**src/rtl/fc_pkg.sv**
```systemverilog
package fc_pkg;

    localparam int unsigned FC_STAT_W   = 32;
    localparam logic [31:0] FC_RET_MAGIC = 32'hBEEF_BABE;

    typedef enum logic {
        ENG_IDLE = 1'b0,
        ENG_BUSY = 1'b1
    } eng_state_e;

    // Decoded bus events for one cycle
    typedef struct packed {
        logic flush;
        logic frame_end;
    } bus_evt_t;

    // Controller state visible to the host, LSB first: busy, pending, flush, sel, trav
    typedef struct packed {
        logic trav_en;
        logic buf_sel;
        logic flush_seen;
        logic pending;
        logic busy;
    } ctl_status_t;

    localparam int unsigned FC_CTL_W = $bits(ctl_status_t);

    function automatic logic [FC_STAT_W-1:0] pack_status(input ctl_status_t s);
        logic [FC_STAT_W-1:0] w;
        w = '0;
        w[FC_CTL_W-1:0] = s;
        return w;
    endfunction

endpackage

```
**src/rtl/fc_bus_decode.sv**
```systemverilog
module fc_bus_decode
    import fc_pkg::*;
#(
    parameter int unsigned        ADDR_W     = 32,
    parameter int unsigned        DATA_W     = 32,
    parameter logic [ADDR_W-1:0]  FLUSH_ADDR = 32'h8800_0000,
    parameter logic [ADDR_W-1:0]  FEND_ADDR  = 32'hF118_000C,
    parameter logic [DATA_W-1:0]  FEND_VALUE = 32'd3
) (
    input  logic              wr_valid,
    input  logic [ADDR_W-1:0] wr_addr,
    input  logic [DATA_W-1:0] wr_data,
    output bus_evt_t          evt
);

    always_comb begin
        evt.flush     = wr_valid && (wr_addr == FLUSH_ADDR);
        evt.frame_end = wr_valid && (wr_addr == FEND_ADDR) && (wr_data == FEND_VALUE);
    end

endmodule

```
**src/rtl/fc_traverse_gate.sv**
```systemverilog
module fc_traverse_gate (
    input  logic clk,
    input  logic rst,
    input  logic dma_begin,
    input  logic flush,
    output logic trav_en
);

    always_ff @(posedge clk) begin
        if (rst) begin
            trav_en <= 1'b1;
        end else if (dma_begin) begin
            // a newly opened transfer outranks a flush in the same cycle
            trav_en <= 1'b0;
        end else if (flush) begin
            trav_en <= 1'b1;
        end
    end

endmodule

```
**src/rtl/fc_commit_ctrl.sv**
```systemverilog
module fc_commit_ctrl
    import fc_pkg::*;
#(
    parameter int unsigned REJ_W = 8
) (
    input  logic             clk,
    input  logic             rst,
    input  bus_evt_t         evt,
    input  logic             render_done,
    output logic             render_start,
    output logic             buf_sel,
    output logic             busy,
    output logic             pending,
    output logic             flush_seen,
    output logic [REJ_W-1:0] reject_count
);

    localparam logic [REJ_W-1:0] REJ_MAX = {REJ_W{1'b1}};

    eng_state_e st_q, st_n;
    logic       flush_q, flush_n;
    logic       pend_q, pend_n;
    logic       sel_q;
    logic       start_q;
    logic [REJ_W-1:0] rej_q;

    logic commit, refuse, start;

    always_comb begin
        commit = evt.frame_end &  flush_q;
        refuse = evt.frame_end & ~flush_q;

        start = ((st_q == ENG_IDLE) & commit) |
                ((st_q == ENG_BUSY) & render_done & (pend_q | commit));

        // flush flag: frame-end clears, any flush sets
        if (evt.frame_end)  flush_n = 1'b0;
        else if (evt.flush) flush_n = 1'b1;
        else                flush_n = flush_q;

        // pending commit queue of depth one
        pend_n = 1'b0;
        if (st_q == ENG_BUSY) begin
            if (render_done) pend_n = pend_q & commit;
            else             pend_n = pend_q | commit;
        end

        st_n = st_q;
        if (start)                                    st_n = ENG_BUSY;
        else if ((st_q == ENG_BUSY) && render_done)   st_n = ENG_IDLE;
    end

    always_ff @(posedge clk) begin
        if (rst) begin
            st_q    <= ENG_IDLE;
            flush_q <= 1'b0;
            pend_q  <= 1'b0;
            sel_q   <= 1'b0;
            start_q <= 1'b0;
            rej_q   <= '0;
        end else begin
            st_q    <= st_n;
            flush_q <= flush_n;
            pend_q  <= pend_n;
            start_q <= start;
            if (start) sel_q <= ~sel_q;
            if (refuse && (rej_q != REJ_MAX)) rej_q <= rej_q + 1'b1;
        end
    end

    assign render_start = start_q;
    assign buf_sel      = sel_q;
    assign busy         = (st_q == ENG_BUSY);
    assign pending      = pend_q;
    assign flush_seen   = flush_q;
    assign reject_count = rej_q;

endmodule

```
**src/rtl/frame_commit_ctrl.sv**
```systemverilog
module frame_commit_ctrl
    import fc_pkg::*;
#(
    parameter int unsigned        ADDR_W     = 32,
    parameter int unsigned        DATA_W     = 32,
    parameter int unsigned        REJ_W      = 8,
    parameter logic [ADDR_W-1:0]  FLUSH_ADDR = 32'h8800_0000,
    parameter logic [ADDR_W-1:0]  FEND_ADDR  = 32'hF118_000C,
    parameter logic [DATA_W-1:0]  FEND_VALUE = 32'd3
) (
    input  logic                  clk,
    input  logic                  rst,
    input  logic                  wr_valid,
    input  logic [ADDR_W-1:0]     wr_addr,
    input  logic [DATA_W-1:0]     wr_data,
    input  logic                  dma_begin,
    input  logic                  render_done,
    output logic                  render_start,
    output logic                  render_buf,
    output logic                  traverse_en,
    output logic [FC_STAT_W-1:0]  ret_status,
    output logic [31:0]           ret_magic,
    output logic [REJ_W-1:0]      reject_count
);

    bus_evt_t    evt;
    ctl_status_t st;

    fc_bus_decode #(
        .ADDR_W     (ADDR_W),
        .DATA_W     (DATA_W),
        .FLUSH_ADDR (FLUSH_ADDR),
        .FEND_ADDR  (FEND_ADDR),
        .FEND_VALUE (FEND_VALUE)
    ) i_decode (
        .wr_valid (wr_valid),
        .wr_addr  (wr_addr),
        .wr_data  (wr_data),
        .evt      (evt)
    );

    fc_commit_ctrl #(
        .REJ_W (REJ_W)
    ) i_commit (
        .clk          (clk),
        .rst          (rst),
        .evt          (evt),
        .render_done  (render_done),
        .render_start (render_start),
        .buf_sel      (st.buf_sel),
        .busy         (st.busy),
        .pending      (st.pending),
        .flush_seen   (st.flush_seen),
        .reject_count (reject_count)
    );

    fc_traverse_gate i_trav (
        .clk       (clk),
        .rst       (rst),
        .dma_begin (dma_begin),
        .flush     (evt.flush),
        .trav_en   (st.trav_en)
    );

    assign render_buf  = st.buf_sel;
    assign traverse_en = st.trav_en;
    assign ret_status  = pack_status(st);
    assign ret_magic   = FC_RET_MAGIC;

endmodule

```
**config.mk**
```make
export PLATFORM = sky130hd
export DESIGN_NAME = frame_commit_ctrl
export DESIGN_NICKNAME = d
export VERILOG_FILES = /design/src/rtl/fc_pkg.sv /design/src/rtl/fc_bus_decode.sv /design/src/rtl/fc_traverse_gate.sv /design/src/rtl/fc_commit_ctrl.sv /design/src/rtl/frame_commit_ctrl.sv
export SDC_FILE = /design/constraint.sdc
export NUM_CORES = 1
export LEC_CHECK = 0
export BUFFER_PORTS_ARGS = -buffer_cell sky130_fd_sc_hd__buf_2
export CAP_MARGIN = 5
export CELL_PAD_IN_SITES_DETAIL_PLACEMENT = 1
export CELL_PAD_IN_SITES_GLOBAL_PLACEMENT = 2
export CORE_ASPECT_RATIO = 2
export CORE_MARGIN = 3
export CORE_UTILIZATION = 16
export DETAILED_ROUTE_END_ITERATION = 8
export GPL_TIMING_DRIVEN = 0
export PLACE_DENSITY = 0.82
export SKIP_CTS_REPAIR_TIMING = 1
export SYNTH_ARGS = -nofsm -noshare
export SYNTH_HDL_FRONTEND = slang
export SYNTH_SLANG_ARGS = --single-unit
```
**constraint.sdc**
```tcl
create_clock -name clk -period 2.85 [get_ports clk]
set_input_delay 0.57 -clock clk [delete_from_list [all_inputs] [get_ports clk]]
set_output_delay 0.57 -clock clk [all_outputs]
set_load 0.03 [all_outputs]
```
==> impl_metrics.json, run 1 <==
{
  "grt_max_degree": 11,
  "dp_hpwl_microns": 4530,
  "portBuffers": 84,
  "first_iter_violations": 6,
  "grt_antenna_before_repair": 0,
  "swShare_pct": 31.5,
  "drt_pass1_iterations": 4,
  "drc": 0,
  "cts_root_buf": "clkbuf_16",
  "dieArea_sq_mm": 0.00977,
  "period_needed_ns": 2.66,
  "viasPerCell": 3.85,
  "max-cap-violations": 0,
  "syn_area_per_cell_sq_um": 7.65,
  "slowest_stage": "or4_1",
  "crit_family": "simple AND/OR/NAND/NOR gates",
  "synth-edff-count": 0,
  "max_freq_mhz": 375,
  "final_util_pct": 26.7,
  "cp-end-kind": "register",
  "clk-insertion-delay-late_ns": 0.24,
  "finalHoldViolations": 0,
  "tns_ns": 0,
  "intPower_mw": 0.507,
  "setup_violations": 0,
  "track_usage_pct": 9.89,
  "combPwrFrac_pct": 32.9,
  "peakVddDrop_mv": 0.177,
  "min_path_type": "reg2reg",
  "fin_skew_ns": 0.00133,
  "netSwitchingPower_mw": 0.234,
  "synth_seq_area_share_pct": 20.5,
  "setup.worst_path.start_class": "input port",
  "grt_pass1_wl_microns": 7590,
  "path_cells": "buf_2 > nand4b_1 > or4_1 > or4_1 > clkbuf_2 > buf_2 > nor3_1 > mux2_2",
  "clk_path_buf_depth": 2,
  "yosysUniqueCellTypes": 33,
  "ant_nets": 0,
  "place.gp.congestion": 0.761,
  "cts_max_level": 1,
  "path_buf_inv": 3,
  "critPathMaxStageDelay_ns": 0.53,
  "synth_flop_cell": "dfxtp_1",
  "crit_type": "in2reg",
  "cts_tree": "built",
  "arrival_ns": 2.80,
  "routedWlPerCell_microns": 12.0,
  "io_pins": 144,
  "power_density_mw_per_mm2": 334,
  "async_flop_share_pct": 0,
  "fin_nets": 395,
  "cts.sinks": 14,
  "cp_max_fo": 10,
  "p_seq_share_pct": 26.7,
  "areaGrowthSynthToFinish_pct": 61.8,
  "dr_total_vias": 1625,
  "clkPwrFrac_pct": 40.4,
  "synth_top_area_cell": "buf_4",
  "dieWidth_microns": 71.4,
  "cts_made_buffers": 3,
  "critical_path_required_ns": 2.98,
  "die_h_microns": 137,
  "rsz0062_at_grt": "false",
  "row_count": 47,
  "clkSlewWorstSetupHoldPaths_ns": 0.05,
  "ys_top_cells_by_area": "buf_4 (35%), dfxtp_1 (20%), nor4_1 (5.5%), or4_1 (3.3%), nand2_1 (3.0%)",
  "yosys_register_bits": 14,
  "diodes": 0,
  "core-area_sq_mm": 0.00829,
  "period_share_pct": 93.5,
  "wirelength_microns": 5050,
  "maxSlewViolCount": 0,
  "leakagePower_nw": 1.17,
  "initial_utilization_pct": 16.5,
  "drive_gt1_share_pct": 48.5,
  "syn-cell-area_sq_mm": 0.00137,
  "grt_pass1_vias": 1727,
  "gr-total-overflow": 0,
  "syn_inst": 179,
  "status": "complete, no violations",
  "synth_warnings": 0,
  "synth_top_area_share_pct": 35.1
}
## path summary, 6_finish.rpt
kind                                 start                  endpoint  slack (ns)  cells past startpoint
hold reg to reg   i_commit.reject_count[6]  i_commit.reject_count[6]        0.50                      2
hold / removal    i_commit.reject_count[6]  i_commit.reject_count[6]        0.50                      2
setup / recovery               wr_data[22]  i_commit.reject_count[2]        0.19                      8
setup reg to reg  i_commit.reject_count[0]  i_commit.reject_count[7]        0.80                      6
## layout by cell type, fill, tap and decap left out, drive strengths merged, types with 2 or more instances in the layout
cell type and n:
and3 3, clkbuf 6, mux2 2, dfxtp 14
buf 149, o21ai 2, conb 59, nand4b 2
o31ai 5, nand2 11, and4 2, inv 3
nor2 6, nor2b 3, a21oi 7, a41oi 2
nand2b 4, nand4 4, nor3 6, mux2i 2
nand3 6, or4 6, nor4 12
## logic make-up (layout without fill, tap and decap cells)
logic type	count (synthesis)	count (layout)	synth area share, %
flops	14	14	20.5
simple gates	69	69	29.1
buf+inv	70	158	36.9
other cells	2	59	0.549
compound gates	19	19	8.96
fa+ha+maj	1	1	0.914
mux	4	4	3.11
## cells in the mapped netlist (all sizes together) (2+ instances only)
master / number
inv: 3
mux2i: 2
nor2: 6
o21ai: 2
o31ai: 5
mux2: 2
nor2b: 3
a41oi: 2
nand4: 4
nor3: 6
or4: 6
nand4b: 2
buf: 65
nand2: 11
clkbuf: 2
nand2b: 4
a21oi: 7
and3: 3
conb: 2
nor4: 12
dfxtp: 14
nand3: 6
and4: 2
## area by class of cell
cell class	count	area, sq um
well taps	98	123
clock buffers	4	88.8
repair buffers	84	420
flip-flops and latches	14	280
multi-input cells	152	797
fillers	1080	6080
plain buffers	67	494
inverters	3	11.3
## flip-flops by register name, indices dropped and copies added, names as in the netlist
| signal | count |
|---|---|
| i_trav.trav_en | 1 |
| i_commit.busy | 1 |
| i_commit.render_start | 1 |
| i_commit.reject_count | 8 |
| i_commit.buf_sel | 1 |
| i_commit.pending | 1 |
| i_commit.flush_seen | 1 |
## per-stage QoR
step	area (sq um)	instances	power, mW	hold WS, ns	worst slack, ns
3_5_place_dp	2130	418	0.440	0.496	-0.106
2_1_floorplan	1580	236	0.384	0.483	0.266
6_report	2210	422	0.740	0.504	0.186
5_1_grt	2210	422	0.774	0.532	0.0691
3_3_place_gp	2130	418	0.438	0.479	-0.0517
4_1_cts	2210	422	0.745	0.509	0.137
## power by group through the flow
stage	registers (mW)	logic, mW	clock network [mW]
final	0.198	0.243	0.299
after global routing	0.198	0.261	0.316
after CTS	0.198	0.239	0.309
after detailed placement	0.202	0.238	0
after global placement	0.202	0.236	0
after floorplan	0.204	0.181	0
## per-layer routing
layer / part of all wire, % / global-route usage, %
met5: 0 / 0
met1: 30 / 8.14
met2: 56 / 20.5
met3: 13 / 3.75
met4: 0.75 / 2.82
## tightest hold or removal path: cells and delay by family, from the launching register on
family / cells / cell delay [ns]
AO/OA/AOI/OAI: 2 / 0.13
flip-flops: 1 / 0.32
No activity file was read; power rests on OpenSTA's default activity.
==> inputs of run 2 (changes only) <==
Settings changed: CORE_ASPECT_RATIO 2 to unset, CORE_UTILIZATION 16 to 14, PLACE_DENSITY 0.82 to 0.76.
Clock period 2.85 ns to 2.36 ns, I/O delays scaled along.
==> run 2 against run 1 <==
  * Clock-buffer cell count unchanged
  * First-iteration DRC count grew to 5.7 times the previous value
  * Largest cell class unchanged
  * Highest routed layer unchanged
  * Critical endpoint unchanged
  * Clock skew increased by 0.0014 ns
  * Via count decreased by 2.2%
  * Non-clock buffer count stayed put
  * Clock power decreased by 21%
  * Hold slack worse by 0.076 ns
  * Flip-flop and latch count is the same
==> impl_metrics.json, run 2 (synthesis gave the netlist of run 1 again) <==
{
  "p_seq_share_pct": 31.2,
  "gr-total-overflow": 0,
  "ant_nets": 0,
  "cts_max_level": 1,
  "grt_pass1_wl_microns": 7080,
  "crit_top_cell": "or4_4",
  "drt_pass1_iterations": 4,
  "status": "complete, no violations",
  "slowest_stage": "or4_4",
  "leakagePower_nw": 1.19,
  "dieArea_sq_mm": 0.0110,
  "crit_type": "in2reg",
  "cts_root_buf": "clkbuf_8",
  "cp_max_fo": 10,
  "fin_skew_ns": 0.00274,
  "core-area_sq_mm": 0.00937,
  "die_h_microns": 105,
  "cts.sinks": 14,
  "worstHoldPathCells": 2,
  "path_cells": "buf_2 > nand4b_1 > or4_4 > or4_4 > buf_6 > buf_8 > nor3_4 > mux2_4",
  "drc": 0,
  "multi_input_area_sq_um": 820,
  "grt_antenna_before_repair": 0,
  "period_share_pct": 96.0,
  "max-cap-violations": 0,
  "dr_total_vias": 1590,
  "setup_violations": 0,
  "io_pins": 144,
  "period_needed_ns": 2.27,
  "fin_area_sq_mm": 0.00226,
  "areaGrowthSynthToFinish_pct": 65.0,
  "critPathMaxStageDelay_ns": 0.48,
  "clk-insertion-delay-late_ns": 0.24,
  "clk_path_buf_depth": 2,
  "maxSlewViolCount": 0,
  "layout.cells.non_filler": 453,
  "layout_common_cells": "buf_2 (84), buf_4 (64), conb_1 (59)",
  "numPlacedInstances": 449,
  "track_usage_pct": 7.70,
  "routedWlPerCell_microns": 9.80,
  "clkSlewWorstSetupHoldPaths_ns": 0.06,
  "place.gp.congestion": 0.689,
  "intPower_mw": 0.502,
  "clkPwrFrac_pct": 31.0,
  "tns_ns": 0,
  "portBuffers": 84,
  "arrival_ns": 2.40,
  "dieWidth_microns": 105,
  "cts_tree": "built",
  "cts_made_buffers": 3,
  "diodes": 0,
  "grt_pass1_vias": 1605,
  "setup.worst_path.start_class": "input port",
  "dpl_cell_area_sq_mm": 0.00219,
  "first_iter_violations": 34,
  "min_path_type": "in2reg",
  "initial_utilization_pct": 14.6,
  "critical_path_required_ns": 2.50,
  "finalHoldViolations": 0,
  "drive_gt1_share_pct": 49.4,
  "cp-end-kind": "register",
  "wirelength_microns": 4440,
  "worst_hold_slack_ns": 0.428,
  "nFillCells": 1228,
  "viasPerCell": 3.51,
  "largest_reg_flops": 8,
  "grt_max_degree": 11,
  "final_common_cell": "buf_2",
  "swShare_pct": 34.4,
  "fin_nets": 395,
  "power_density_mw_per_mm2": 339,
  "dp_hpwl_microns": 4050,
  "rsz0062_at_grt": "false",
  "netSwitchingPower_mw": 0.263,
  "peakVddDrop_mv": 0.134,
  "ff_latch_area_sq_um": 280,
  "rr_worst_depth": 6,
  "combPwrFrac_pct": 37.8,
  "max_freq_mhz": 441,
  "row_count": 35
}
run 2: critical path: cells and delay by family:
family / cells / cell delay (ns)
buffers and inverters: 3 / 0.38
AND/OR/NAND/NOR: 4 / 1.24
multiplexers: 1 / 0.31
run 2: worst paths after layout:
path | slack [ns] | startpoint | end
max reg2reg | 0.30 | i_commit.reject_count[0] | i_commit.reject_count[7]
min reg2reg | 0.51 | i_commit.reject_count[6] | i_commit.reject_count[6]
min | 0.43 | dma_begin | i_trav.trav_en
max | 0.09 | wr_data[22] | i_commit.reject_count[2]
run 2: through the flow:
| stage | power, mW | utilization (%) | setup slack, ns |
|---|---|---|---|
| final | 0.765 | 24.1 | 0.0943 |
| after global routing | 0.807 | 24.1 | 0.0228 |
| after detailed placement | 0.528 | 23.3 | -0.303 |
| after global placement | 0.526 | 23.3 | -0.305 |
| after floorplan | 0.464 | - | -0.0455 |
| after CTS | 0.770 | 23.9 | -0.0397 |
run 2: power by group through the flow:
stage / Combinational (mW) / Sequential (mW) / Clock (mW)
2_1_floorplan: 0.218 / 0.246 / 0
3_3_place_gp: 0.282 / 0.244 / 0
3_5_place_dp: 0.284 / 0.244 / 0
4_1_cts: 0.284 / 0.239 / 0.247
5_1_grt: 0.311 / 0.239 / 0.257
6_report: 0.289 / 0.239 / 0.237
run 2: area by class of cell:
cell class	instances	share of cell area (%)
Timing Repair Buffer	84	18.6
Inverter	3	0.499
Clock buffer	4	2.44
Buffer	67	22.6
Tap cell	129	7.15
Sequential cell	14	12.4
Multi-Input combinational cell	152	36.3
run 2: layer usage:
layer	part of all wire [%]	GRT usage [%]
met5	0	0
met4	0.52	1.41
met3	8.0	2.35
met2	53	14.3
met1	39	8.63
==> inputs of run 3 (changes only) <==
Settings changed: RECOVER_POWER set to 50.
==> run 3 against run 2 <==
  * Die area did not move
  * First-iteration DRC count fell by 8.8%
  * Largest cell class unchanged
  * Final area fell by 0.83%
  * Combinational power barely moved
  * Fmax barely moved
  * Via count rose by 0.19%
  * Utilization fell by 0.20 points
==> impl_metrics.json, run 3 (synthesis gave the netlist of run 1 again) <==
{
  "power_density_mw_per_mm2": 341,
  "cp-startpoint": "wr_data[22]",
  "layout.cells.non_filler": 453,
  "dieWidth_microns": 105,
  "gr-total-overflow": 0,
  "portBuffers": 84,
  "setup_violations": 0,
  "min_path_type": "in2reg",
  "cts_root_buf": "clkbuf_8",
  "drc": 0,
  "cts.sinks": 14,
  "dp_slack_ns": -0.303,
  "dpl_cell_area_sq_mm": 0.00219,
  "largest_reg_flops": 8,
  "p_seq_share_pct": 31.2,
  "final_common_cell": "buf_2",
  "drt_pass1_iterations": 4,
  "max_freq_mhz": 441,
  "finalHoldViolations": 0,
  "die_h_microns": 105,
  "crit_type": "in2reg",
  "core-area_sq_mm": 0.00937,
  "fin_area_sq_mm": 0.00224,
  "grt_pass1_vias": 1605,
  "setup.worst_path.start_class": "input port",
  "numPlacedInstances": 449,
  "fin_skew_ns": 0.00272,
  "worst_hold_slack_ns": 0.428,
  "cts_tree": "built",
  "worstReg2RegEnd": "i_commit.reject_count[7]",
  "crit_top_cell": "or4_4",
  "power_mw": 0.764,
  "layout_common_cells": "buf_2 (69), buf_4 (64), conb_1 (59)",
  "status": "complete, no violations",
  "worstHoldPathCells": 2,
  "io_pins": 144,
  "setup_slack_ns": 0.0942,
  "path_cells": "buf_2 > nand4b_1 > or4_4 > or4_4 > buf_6 > buf_8 > nor3_4 > mux2_4",
  "dp_hpwl_microns": 4050,
  "max-cap-violations": 0,
  "grt_pass1_wl_microns": 7080,
  "intPower_mw": 0.501,
  "clkPwrFrac_pct": 31.0,
  "viasPerCell": 3.52,
  "critical_path_required_ns": 2.50,
  "slowest_stage": "or4_4",
  "clk-insertion-delay-late_ns": 0.24,
  "drive_gt1_share_pct": 44.8,
  "maxSlewViolCount": 0,
  "rsz0062_at_grt": "false",
  "track_usage_pct": 7.70,
  "cts_made_buffers": 3,
  "arrival_ns": 2.40,
  "clk_path_buf_depth": 2,
  "routedWlPerCell_microns": 9.80,
  "peakVddDrop_mv": 0.133,
  "initial_utilization_pct": 14.6,
  "combPwrFrac_pct": 37.8,
  "swShare_pct": 34.4,
  "areaGrowthSynthToFinish_pct": 63.6,
  "dr_total_vias": 1593,
  "grt_max_degree": 11,
  "netSwitchingPower_mw": 0.263,
  "row_count": 35,
  "place.gp.congestion": 0.689,
  "reg2reg_slack_ns": 0.30,
  "dieArea_sq_mm": 0.0110,
  "reg2reg_from": "i_commit.reject_count[0]",
  "critPathMaxStageDelay_ns": 0.48,
  "ant_nets": 0,
  "rr_worst_depth": 6,
  "clkSlewWorstSetupHoldPaths_ns": 0.06,
  "period_share_pct": 96.0,
  "grt_antenna_before_repair": 0,
  "cp-end-kind": "register",
  "cts_max_level": 1,
  "fin_nets": 395,
  "diodes": 0,
  "leakagePower_nw": 1.12,
  "cp_max_fo": 10,
  "cp-endpoint": "i_commit.reject_count[2]",
  "period_needed_ns": 2.27,
  "first_iter_violations": 31,
  "wirelength_microns": 4440
}
==> run 3: per-layer routing <==
layer | routed length [microns] | GRT usage (%) | vias to the layer above
met4 | 23 | 1.41 | 0
met2 | 2340 | 14.3 | 66
li1 | - | - | 812
met5 | 0 | 0 | -
met3 | 359 | 2.35 | 4
met1 | 1710 | 8.63 | 711
==> run 3: stage by stage <==
stage	utilization (%)	setup TNS, ns
final	23.9	0
after detailed placement	23.3	-2.07
after global routing	23.9	0
after global placement	23.3	-2.00
after CTS	23.9	-0.0400
after floorplan	-	-0.0455
==> run 3: final cells by class <==
class | count | area [sq um]
multi-input combinational | 152 | 820
inverter | 3 | 11.3
sequential | 14 | 280
tap | 129 | 161
buffer | 67 | 510
timing repair buffer | 84 | 402
fill | 1226 | 7130
clock buffer | 4 | 55.1
==> run 3: how the worst min path moves through the flow <==
| stage | startpoint | end | slack (ns) |
|---|---|---|---|
| 2_1_floorplan | i_commit.pending | i_commit.render_start | 0.48 |
| 3_3_place_gp | i_commit.reject_count[6] | i_commit.reject_count[6] | 0.49 |
| 3_5_place_dp | i_commit.reject_count[6] | i_commit.reject_count[6] | 0.50 |
| 4_1_cts | dma_begin | i_trav.trav_en | 0.43 |
| 5_1_grt | dma_begin | i_trav.trav_en | 0.42 |
| 6_report | dma_begin | i_trav.trav_en | 0.43 |
==> run 3: power by group through the flow <==
stage | Combinational, mW | Sequential [mW] | Clock [mW]
finish | 0.289 | 0.239 | 0.237
floorplan | 0.218 | 0.246 | 0
CTS | 0.284 | 0.239 | 0.247
global placement | 0.282 | 0.244 | 0
detailed placement | 0.284 | 0.244 | 0
global route | 0.311 | 0.239 | 0.257
==> run 3: worst max-delay path, delay by kind of cell <==
kind	cells	cell delay (ns)
and+or+nand+nor	4	1.24
buffers and inverters	3	0.38
muxes	1	0.31
